<file path="src/rtl/pause_req_pkg.sv">
package pause_req_pkg;
  localparam int unsigned QW = 16;
  localparam int unsigned DW = 32;
  localparam int unsigned AW = 2;

  localparam logic [AW-1:0] ADDR_TRIG    = 2'd0;
  localparam logic [AW-1:0] ADDR_QUANTA  = 2'd1;
  localparam logic [AW-1:0] ADDR_HOLDOFF = 2'd2;
  localparam logic [AW-1:0] ADDR_ENABLE  = 2'd3;

  localparam logic [1:0] TRIG_XON  = 2'b01;
  localparam logic [1:0] TRIG_XOFF = 2'b10;
  localparam logic [1:0] SRC_VEC   = 2'b00;
  localparam logic [1:0] SRC_REG   = 2'b01;

  typedef enum logic {PK_XON = 1'b0, PK_XOFF = 1'b1} pause_kind_e;

  // XOFF with a zero quanta register is an XON in every respect
  function automatic logic is_real_xoff(pause_kind_e k, logic [QW-1:0] q);
    return (k == PK_XOFF) && (q != '0);
  endfunction

  function automatic logic [QW-1:0] frame_quanta(pause_kind_e k, logic [QW-1:0] q);
    return is_real_xoff(k, q) ? q : '0;
  endfunction
endpackage

</file>
<file path="src/rtl/pause_cfg_regs.sv">
module pause_cfg_regs
  import pause_req_pkg::*;
(
  input  logic          clk,
  input  logic          rst_n,
  input  logic          wr_en,
  input  logic [AW-1:0] addr,
  input  logic [DW-1:0] wdata,
  output logic [DW-1:0] rdata,
  output logic [QW-1:0] quanta_q,
  output logic [QW-1:0] holdoff_q,
  output logic          glob_en_q,
  output logic [1:0]    src_sel_q,
  output logic          trig_xon,
  output logic          trig_xoff
);
  logic trig_wr;
  assign trig_wr   = wr_en && (addr == ADDR_TRIG);
  assign trig_xon  = trig_wr && (wdata[1:0] == TRIG_XON);
  assign trig_xoff = trig_wr && (wdata[1:0] == TRIG_XOFF);

  always_ff @(posedge clk) begin
    if (!rst_n) begin
      quanta_q  <= '0;
      holdoff_q <= QW'(1);
      glob_en_q <= 1'b1;
      src_sel_q <= SRC_VEC;
    end else if (wr_en) begin
      case (addr)
        ADDR_QUANTA:  quanta_q  <= wdata[QW-1:0];
        ADDR_HOLDOFF: holdoff_q <= wdata[QW-1:0];
        ADDR_ENABLE: begin
          glob_en_q <= wdata[0];
          src_sel_q <= wdata[2:1];
        end
        default: ;
      endcase
    end
  end

  // trigger field self-clears, so it never reads back non-zero
  always_comb begin
    case (addr)
      ADDR_QUANTA:  rdata = {{(DW-QW){1'b0}}, quanta_q};
      ADDR_HOLDOFF: rdata = {{(DW-QW){1'b0}}, holdoff_q};
      ADDR_ENABLE:  rdata = {{(DW-3){1'b0}}, src_sel_q, glob_en_q};
      default:      rdata = '0;
    endcase
  end
endmodule

</file>
<file path="src/rtl/pause_holdoff_timer.sv">
module pause_holdoff_timer #(
  parameter int unsigned QW  = 16,
  parameter int unsigned CPQ = 8
) (
  input  logic          clk,
  input  logic          rst_n,
  input  logic          load,
  input  logic [QW-1:0] load_val,
  output logic          busy,
  output logic          tick
);
  localparam int unsigned DIVW = (CPQ > 1) ? $clog2(CPQ) : 1;
  localparam logic [DIVW-1:0] DIV_LAST = DIVW'(CPQ - 1);

  logic [QW-1:0]   cnt_q;
  logic [DIVW-1:0] div_q;

  assign busy = (cnt_q != '0);
  assign tick = busy && (div_q == DIV_LAST);

  always_ff @(posedge clk) begin
    if (!rst_n) begin
      cnt_q <= '0;
      div_q <= '0;
    end else if (load) begin
      cnt_q <= load_val;
      div_q <= '0;
    end else if (busy) begin
      if (tick) begin
        cnt_q <= cnt_q - QW'(1);
        div_q <= '0;
      end else begin
        div_q <= div_q + DIVW'(1);
      end
    end
  end
endmodule

</file>
<file path="src/rtl/pause_req_ctrl.sv">
module pause_req_ctrl
  import pause_req_pkg::*;
#(
  parameter int unsigned CYCLES_PER_QUANTA = 8
) (
  input  logic          clk,
  input  logic          rst_n,
  input  logic          cfg_wr_en,
  input  logic [AW-1:0] cfg_addr,
  input  logic [DW-1:0] cfg_wdata,
  output logic [DW-1:0] cfg_rdata,
  input  logic          pause_vec,
  input  logic          tx_path_en,
  output logic          pause_req,
  output logic [QW-1:0] pause_quanta,
  input  logic          pause_ack
);
  logic [QW-1:0] quanta_reg, holdoff_reg;
  logic          glob_en_q;
  logic [1:0]    src_sel_q;
  logic          trig_xon, trig_xoff;

  pause_cfg_regs regs_i (
    .clk(clk), .rst_n(rst_n), .wr_en(cfg_wr_en), .addr(cfg_addr),
    .wdata(cfg_wdata), .rdata(cfg_rdata), .quanta_q(quanta_reg),
    .holdoff_q(holdoff_reg), .glob_en_q(glob_en_q), .src_sel_q(src_sel_q),
    .trig_xon(trig_xon), .trig_xoff(trig_xoff)
  );

  // named internal events
  logic        vec_q, vec_rise, vec_fall;
  logic        src_vec_ok, src_reg_ok;
  logic        new_xon, new_xoff;
  logic        pend_valid;
  pause_kind_e pend_kind;
  logic        req_q;
  logic [QW-1:0] quanta_q;
  logic        issue_xoff, issue_ok, ack_evt, holdoff_load;
  logic        holdoff_busy, holdoff_tick;

  assign vec_rise   = pause_vec && !vec_q;
  assign vec_fall   = !pause_vec && vec_q;
  assign src_vec_ok = glob_en_q && (src_sel_q == SRC_VEC);
  assign src_reg_ok = glob_en_q && (src_sel_q == SRC_REG);
  assign new_xoff   = (src_vec_ok && vec_rise) || (src_reg_ok && trig_xoff);
  assign new_xon    = (src_vec_ok && vec_fall) || (src_reg_ok && trig_xon);

  assign issue_xoff   = is_real_xoff(pend_kind, quanta_reg);
  assign issue_ok     = pend_valid && !req_q && glob_en_q && tx_path_en &&
                        (!issue_xoff || !holdoff_busy);
  assign ack_evt      = req_q && pause_ack;
  assign holdoff_load = ack_evt && (quanta_q != '0);

  pause_holdoff_timer #(.QW(QW), .CPQ(CYCLES_PER_QUANTA)) hold_i (
    .clk(clk), .rst_n(rst_n), .load(holdoff_load), .load_val(holdoff_reg),
    .busy(holdoff_busy), .tick(holdoff_tick)
  );

  always_ff @(posedge clk) begin
    if (!rst_n) vec_q <= 1'b0;
    else        vec_q <= pause_vec;
  end

  // pending slot: newest request wins, cleared when disabled or issued
  always_ff @(posedge clk) begin
    if (!rst_n) begin
      pend_valid <= 1'b0;
      pend_kind  <= PK_XON;
    end else if (!glob_en_q) begin
      pend_valid <= 1'b0;
    end else if (new_xoff || new_xon) begin
      pend_valid <= 1'b1;
      pend_kind  <= new_xoff ? PK_XOFF : PK_XON;
    end else if (issue_ok) begin
      pend_valid <= 1'b0;
    end
  end

  always_ff @(posedge clk) begin
    if (!rst_n) begin
      req_q    <= 1'b0;
      quanta_q <= '0;
    end else if (issue_ok) begin
      req_q    <= 1'b1;
      quanta_q <= frame_quanta(pend_kind, quanta_reg);
    end else if (ack_evt) begin
      req_q    <= 1'b0;
    end
  end

  assign pause_req    = req_q;
  assign pause_quanta = quanta_q;
endmodule

</file>
<file path="config.mk">
export PLATFORM = sky130hd
export DESIGN_NAME = pause_req_ctrl
export DESIGN_NICKNAME = d
export VERILOG_FILES = /design/src/rtl/pause_req_pkg.sv /design/src/rtl/pause_cfg_regs.sv /design/src/rtl/pause_holdoff_timer.sv /design/src/rtl/pause_req_ctrl.sv
export SDC_FILE = /design/constraint.sdc
export NUM_CORES = 1
export LEC_CHECK = 0
export ABC_CLOCK_PERIOD_IN_PS = 2750
export BUFFER_PORTS_ARGS = -buffer_cell sky130_fd_sc_hd__buf_2
export CORE_ASPECT_RATIO = 1.25
export CORE_MARGIN = 2
export CORE_UTILIZATION = 55
export CTS_BUF_LIST = sky130_fd_sc_hd__clkbuf_8
export CTS_CLUSTER_DIAMETER = 50
export DETAILED_ROUTE_END_ITERATION = 10
export GPL_TIMING_DRIVEN = 1
export PLACE_DENSITY = 0.82
export SLEW_MARGIN = 10
export SYNTH_ARGS = -nofsm -noshare
export SYNTH_HDL_FRONTEND = slang
export SYNTH_SLANG_ARGS = --single-unit
</file>
<file path="constraint.sdc">
create_clock -name clk -period 2.75 [get_ports clk]
set_input_delay 0.55 -clock clk [delete_from_list [all_inputs] [get_ports clk]]
set_output_delay 0.55 -clock clk [all_outputs]
set_load 0.05 [all_outputs]
</file>
==> results summary <==
The area of the mapped netlist came out at 3590 um2. The final clock skew is 0.0116 ns. The die height is 94.3 um. The remaining global-route overflow came out at 0. The sum of negative setup slack came out at 0 ns.

The required time reported for the critical path endpoint came out at 3.00 ns. The number of placement rows is 32. Data on the critical path arrives at its endpoint at 2.77 ns. During I/O placement, the number of pins put on the boundary was 89. Entering global routing, the biggest net connects 36 pins. The fraction of registers with async set or reset after synthesis is 0%.

The endpoint of the worst-slack reg-to-reg timing path is pause_quanta[8]. The count of placed standard cells in the final layout, fillers left out came out at 577. The number of synthesized flops with an enable pin is 0. After routing the design area is 4080 um2. The peak supply drop came out at 415 uV.

The number of H-tree levels came out at 3. The cell depth of the worst flop-to-flop path is 7. Walking the worst path, the cells encountered are inv_1, ha_1, or3b_2, or4_1, or3_1, buf_4, o22ai_1.

The number of buffers added for setup after CTS came out at 0. Internal power comes to 1.67 mW. The number of antenna violations at the first check in global routing came to 0.

The worst slack at placement is 0.251 ns. Counting flops and latches in the post-synthesis netlist gives 74. Synthesis produced a netlist whose cell count is 438. The fraction of layout cells with a size suffix above 1 came out at 21.1%. STA classifies the critical path startpoint as a flop. The layout overhead on the synthesized area came out at 13.7%. The max-slew violation count is 0. For this run, the slowest stage of the critical path takes 0.52 ns. The reg-to-reg setup timing slack is 0.24 ns. By area the synthesized netlist is led by dfxtp_1 (41%), nand2_1 (11%), a21oi_1 (7.3%), a22o_1 (3.9%), buf_4 (3.6%). The number of buffers between clock root and the deepest sink came out at 2. The cell with the largest stage delay on the worst path is or3b_2. The largest fanout of any net on the critical path came out at 16. For this run, the leading register cell type out of synthesis is dfxtp_1. Of the total synthesized cell area, the portion taken by AND, OR, NAND and NOR gates is 23.7%. The power density normalized to cell area came out at 549 nW/um2. In this run the critical register-to-register path is launched from hold_i.cnt_q[0]. The detail-routed net length per standard cell came out at 15.6 um. The power spent charging and discharging nets came out at 0.567 mW. The clock latency of the later-clocked register in the worst-skew pair came out at 0.34 ns.

The count of different cell masters after synthesis is 49. The cell depth of the worst hold path came out at 3. The total design power came out at 2.24 mW.

The first TritonRoute pass finished after 7 iterations. The leakage power summed over all cells is 1.66 nW. The post-layout minimum cycle time is 2.51 ns. From left edge to right edge, the die measures 76.2 um.

The commonest cells after synthesis are nand2_1 (108), dfxtp_1 (74), a21oi_1 (52), clkbuf_1 (23), buf_4 (17). The slew at the pin closest to its max-slew limit is 0.639 ns. The hold buffer count at cts came out at 0.

The number of buffers inserted by port buffering came out at 56. The combined buffer and inverter count along the critical path came out at 2. The number of warning messages in the yosys log came out at 0. For hold timing, the worst endpoint is regs_i.holdoff_q[7]. The area of the core came out at 6250 um2. The number of global-route vias before repair came to 2972. The root buffer cell is clkbuf_8.

The number of failing setup endpoints in the final timing report came out at 0. The share of the synthesized netlist area taken by xor and xnor gates is 2.69%. The final critical-path setup slack is 0.236 ns. The final routed DRC violation total is 0. The number of hold violations in the final report is 0.

The clock network power share is 39.4%. The critical path in this run is classified as flop to flop. The average footprint of a synthesized cell is 8.19 um2.

Summed over its instances, the top area cell type makes up 41.3% of the synthesized netlist area. Summed over all instances, the cell type with the most area after synthesis is dfxtp_1. The die footprint came out at 7190 um2. The number of vias per cell after detailed routing is 5.71.

The total track usage is 25.1%. The run finished with clean final reports. The share of the clock period used by the worst path came out at 91.4%. TritonCTS built the clock tree. The initial detailed-routing violation count is 204. Summing the areas of all fa, ha and maj instances in the mapped netlist gives 1.40% of the synthesized area. The total placed cells including tap cells is 561. The count of nets after finishing came out at 531. The headroom to the max-slew limit is 57.4%. The diode insertion count for antenna repair is 0. The tightest min-delay check is of the input port to flop type. The family of cells with the greatest summed delay on the critical path is simple AND/OR/NAND/NOR gates. The CTS sink count is 74. The compound-cell area share of the yosys netlist came out at 20.8%. The area of placed instances came out at 3860 um2. The fraction of power consumed by sequential logic came out at 50.0%. The starting density of the core is 57.4%. The layout has 551 filler cells. The critical hold path startpoint is cfg_wdata[7]. After clock tree synthesis, the clock-pin slew on the worst setup and hold paths is 0.08 ns.

The number of max-cap violations came out at 0. The share of synthesized area occupied by flip-flops and latches came out at 41.3%. After synthesis, the largest family of logic cells by area is simple AND/OR/NAND/NOR gates. The HPWL after detailed placement came out at 6.42 mm.

Setup repair after global routing left no endpoint under its margin. The part of the power in combinational logic came out at 10.6%. The final weighted congestion in routability-driven placement is 0.887. The portion of synthesized area spent on multiplexers is 2.34%. The final layout contains routed wiring with a total length of 9.01 mm.

The number of clock buffers inserted by TritonCTS came out at 9. The switching part of the total is 25.4%. The post-CTS resize count is 0. The first-pass GRT wire length came out at 14.2 mm. The vias after detailed routing came out at 3292. The most repeated cell in the gate-level netlist after synthesis is nand2_1.

STA classifies the critical path endpoint as a flop. The count of nets left with antenna violations after detail routing came out at 0. Static timing analysis puts the maximum clock frequency at 398 MHz.
metal layers:
metal	routed length [um]	track usage [%]	vias up
met5	0	0	-
met4	339	13.9	0
met3	436	4.23	29
met2	4520	43.3	102
met1	3720	29.6	1549
li1	-	-	1612
through the flow:
step / utilization [%] / hold WS (ns)
final: 65.3 / 0.458
after global routing: 65.3 / 0.446
after CTS: 65.3 / 0.450
after detailed placement: 61.8 / 0.461
after global placement: 61.8 / 0.456
after floorplan: - / 0.444
worst reg2reg max path, cell delays in order (launching register included):
cell and delay, ns:
dfxtp_1 0.33, inv_1 0.11, ha_1 0.22, or3b_2 0.52, or4_1 0.48, or3_1 0.34
buf_4 0.22, o22ai_1 0.21
cell type report:
type,count,area (um2),area share [%]
sequential,74,1480,36.3
tap,85,106,2.61
multi-input combinational,329,1880,46.2
clock buffer,13,179,4.39
clock inverter,3,37.5,0.921
inverter,5,18.8,0.460
timing repair buffer,68,370,9.09
state kept, by name (all words and copies together) (netlist names):
name	count
regs_i.quanta_q	16
regs_i.holdoff_q	16
pause_quanta	16
vec_q	1
hold_i.div_q	3
pause_req	1
hold_i.cnt_q	16
regs_i.src_sel_q	2
pend_kind	1
pend_valid	1
regs_i.glob_en_q	1
layout by cell type, fill, tap and decap left out, drive strengths merged, types with 2 or more instances in the layout:
cell type    n
a211oi       3
a21oi       52
a22o        16
and2         3
buf         68
clkbuf      13
conb        16
dfxtp       74
ha           4
inv          6
mux2         3
mux2i        5
nand2      108
nand2b       2
nand3        7
nand4        4
nor2        10
nor2b        4
nor3        10
nor3b        3
nor4        12
o21a         3
o21ai       14
o22ai       16
o31ai        2
or3          4
or3b         2
or4          5
xnor2        6
xor2         5
power groups by stage:
stage                     Combinational [mW]  Clock (mW)  Sequential (mW)
final                                  0.238       0.880             1.12
after global routing                   0.256       0.939             1.12
after CTS                              0.236       0.888             1.12
after detailed placement               0.234           0             1.14
after global placement                 0.230           0             1.14
after floorplan                        0.193           0             1.14
cells by family after synthesis:
group,after synthesis
and+or+nand+nor,178
AOI/OAI and AO/OA,112
DFF,74
buffers and inverters,50
xor gates and xnor gates,11
muxes,8
adders and majority gates,4
other,1
how the worst max path moves through the flow:
stage | start | endpoint | slack (ns) | cells past startpoint
6_report | hold_i.cnt_q[0] | pause_quanta[8] | 0.24 | 7
3_5_place_dp | hold_i.div_q[0] | hold_i.cnt_q[15] | 0.25 | 7
4_1_cts | hold_i.cnt_q[0] | pause_quanta[8] | 0.23 | 7
3_3_place_gp | hold_i.div_q[0] | hold_i.cnt_q[15] | 0.30 | 7
5_1_grt | hold_i.div_q[0] | hold_i.cnt_q[15] | 0.10 | 7
2_1_floorplan | cfg_addr[0] | cfg_rdata[0] | 0.26 | 5
No activity file was read; power rests on OpenSTA's default activity.
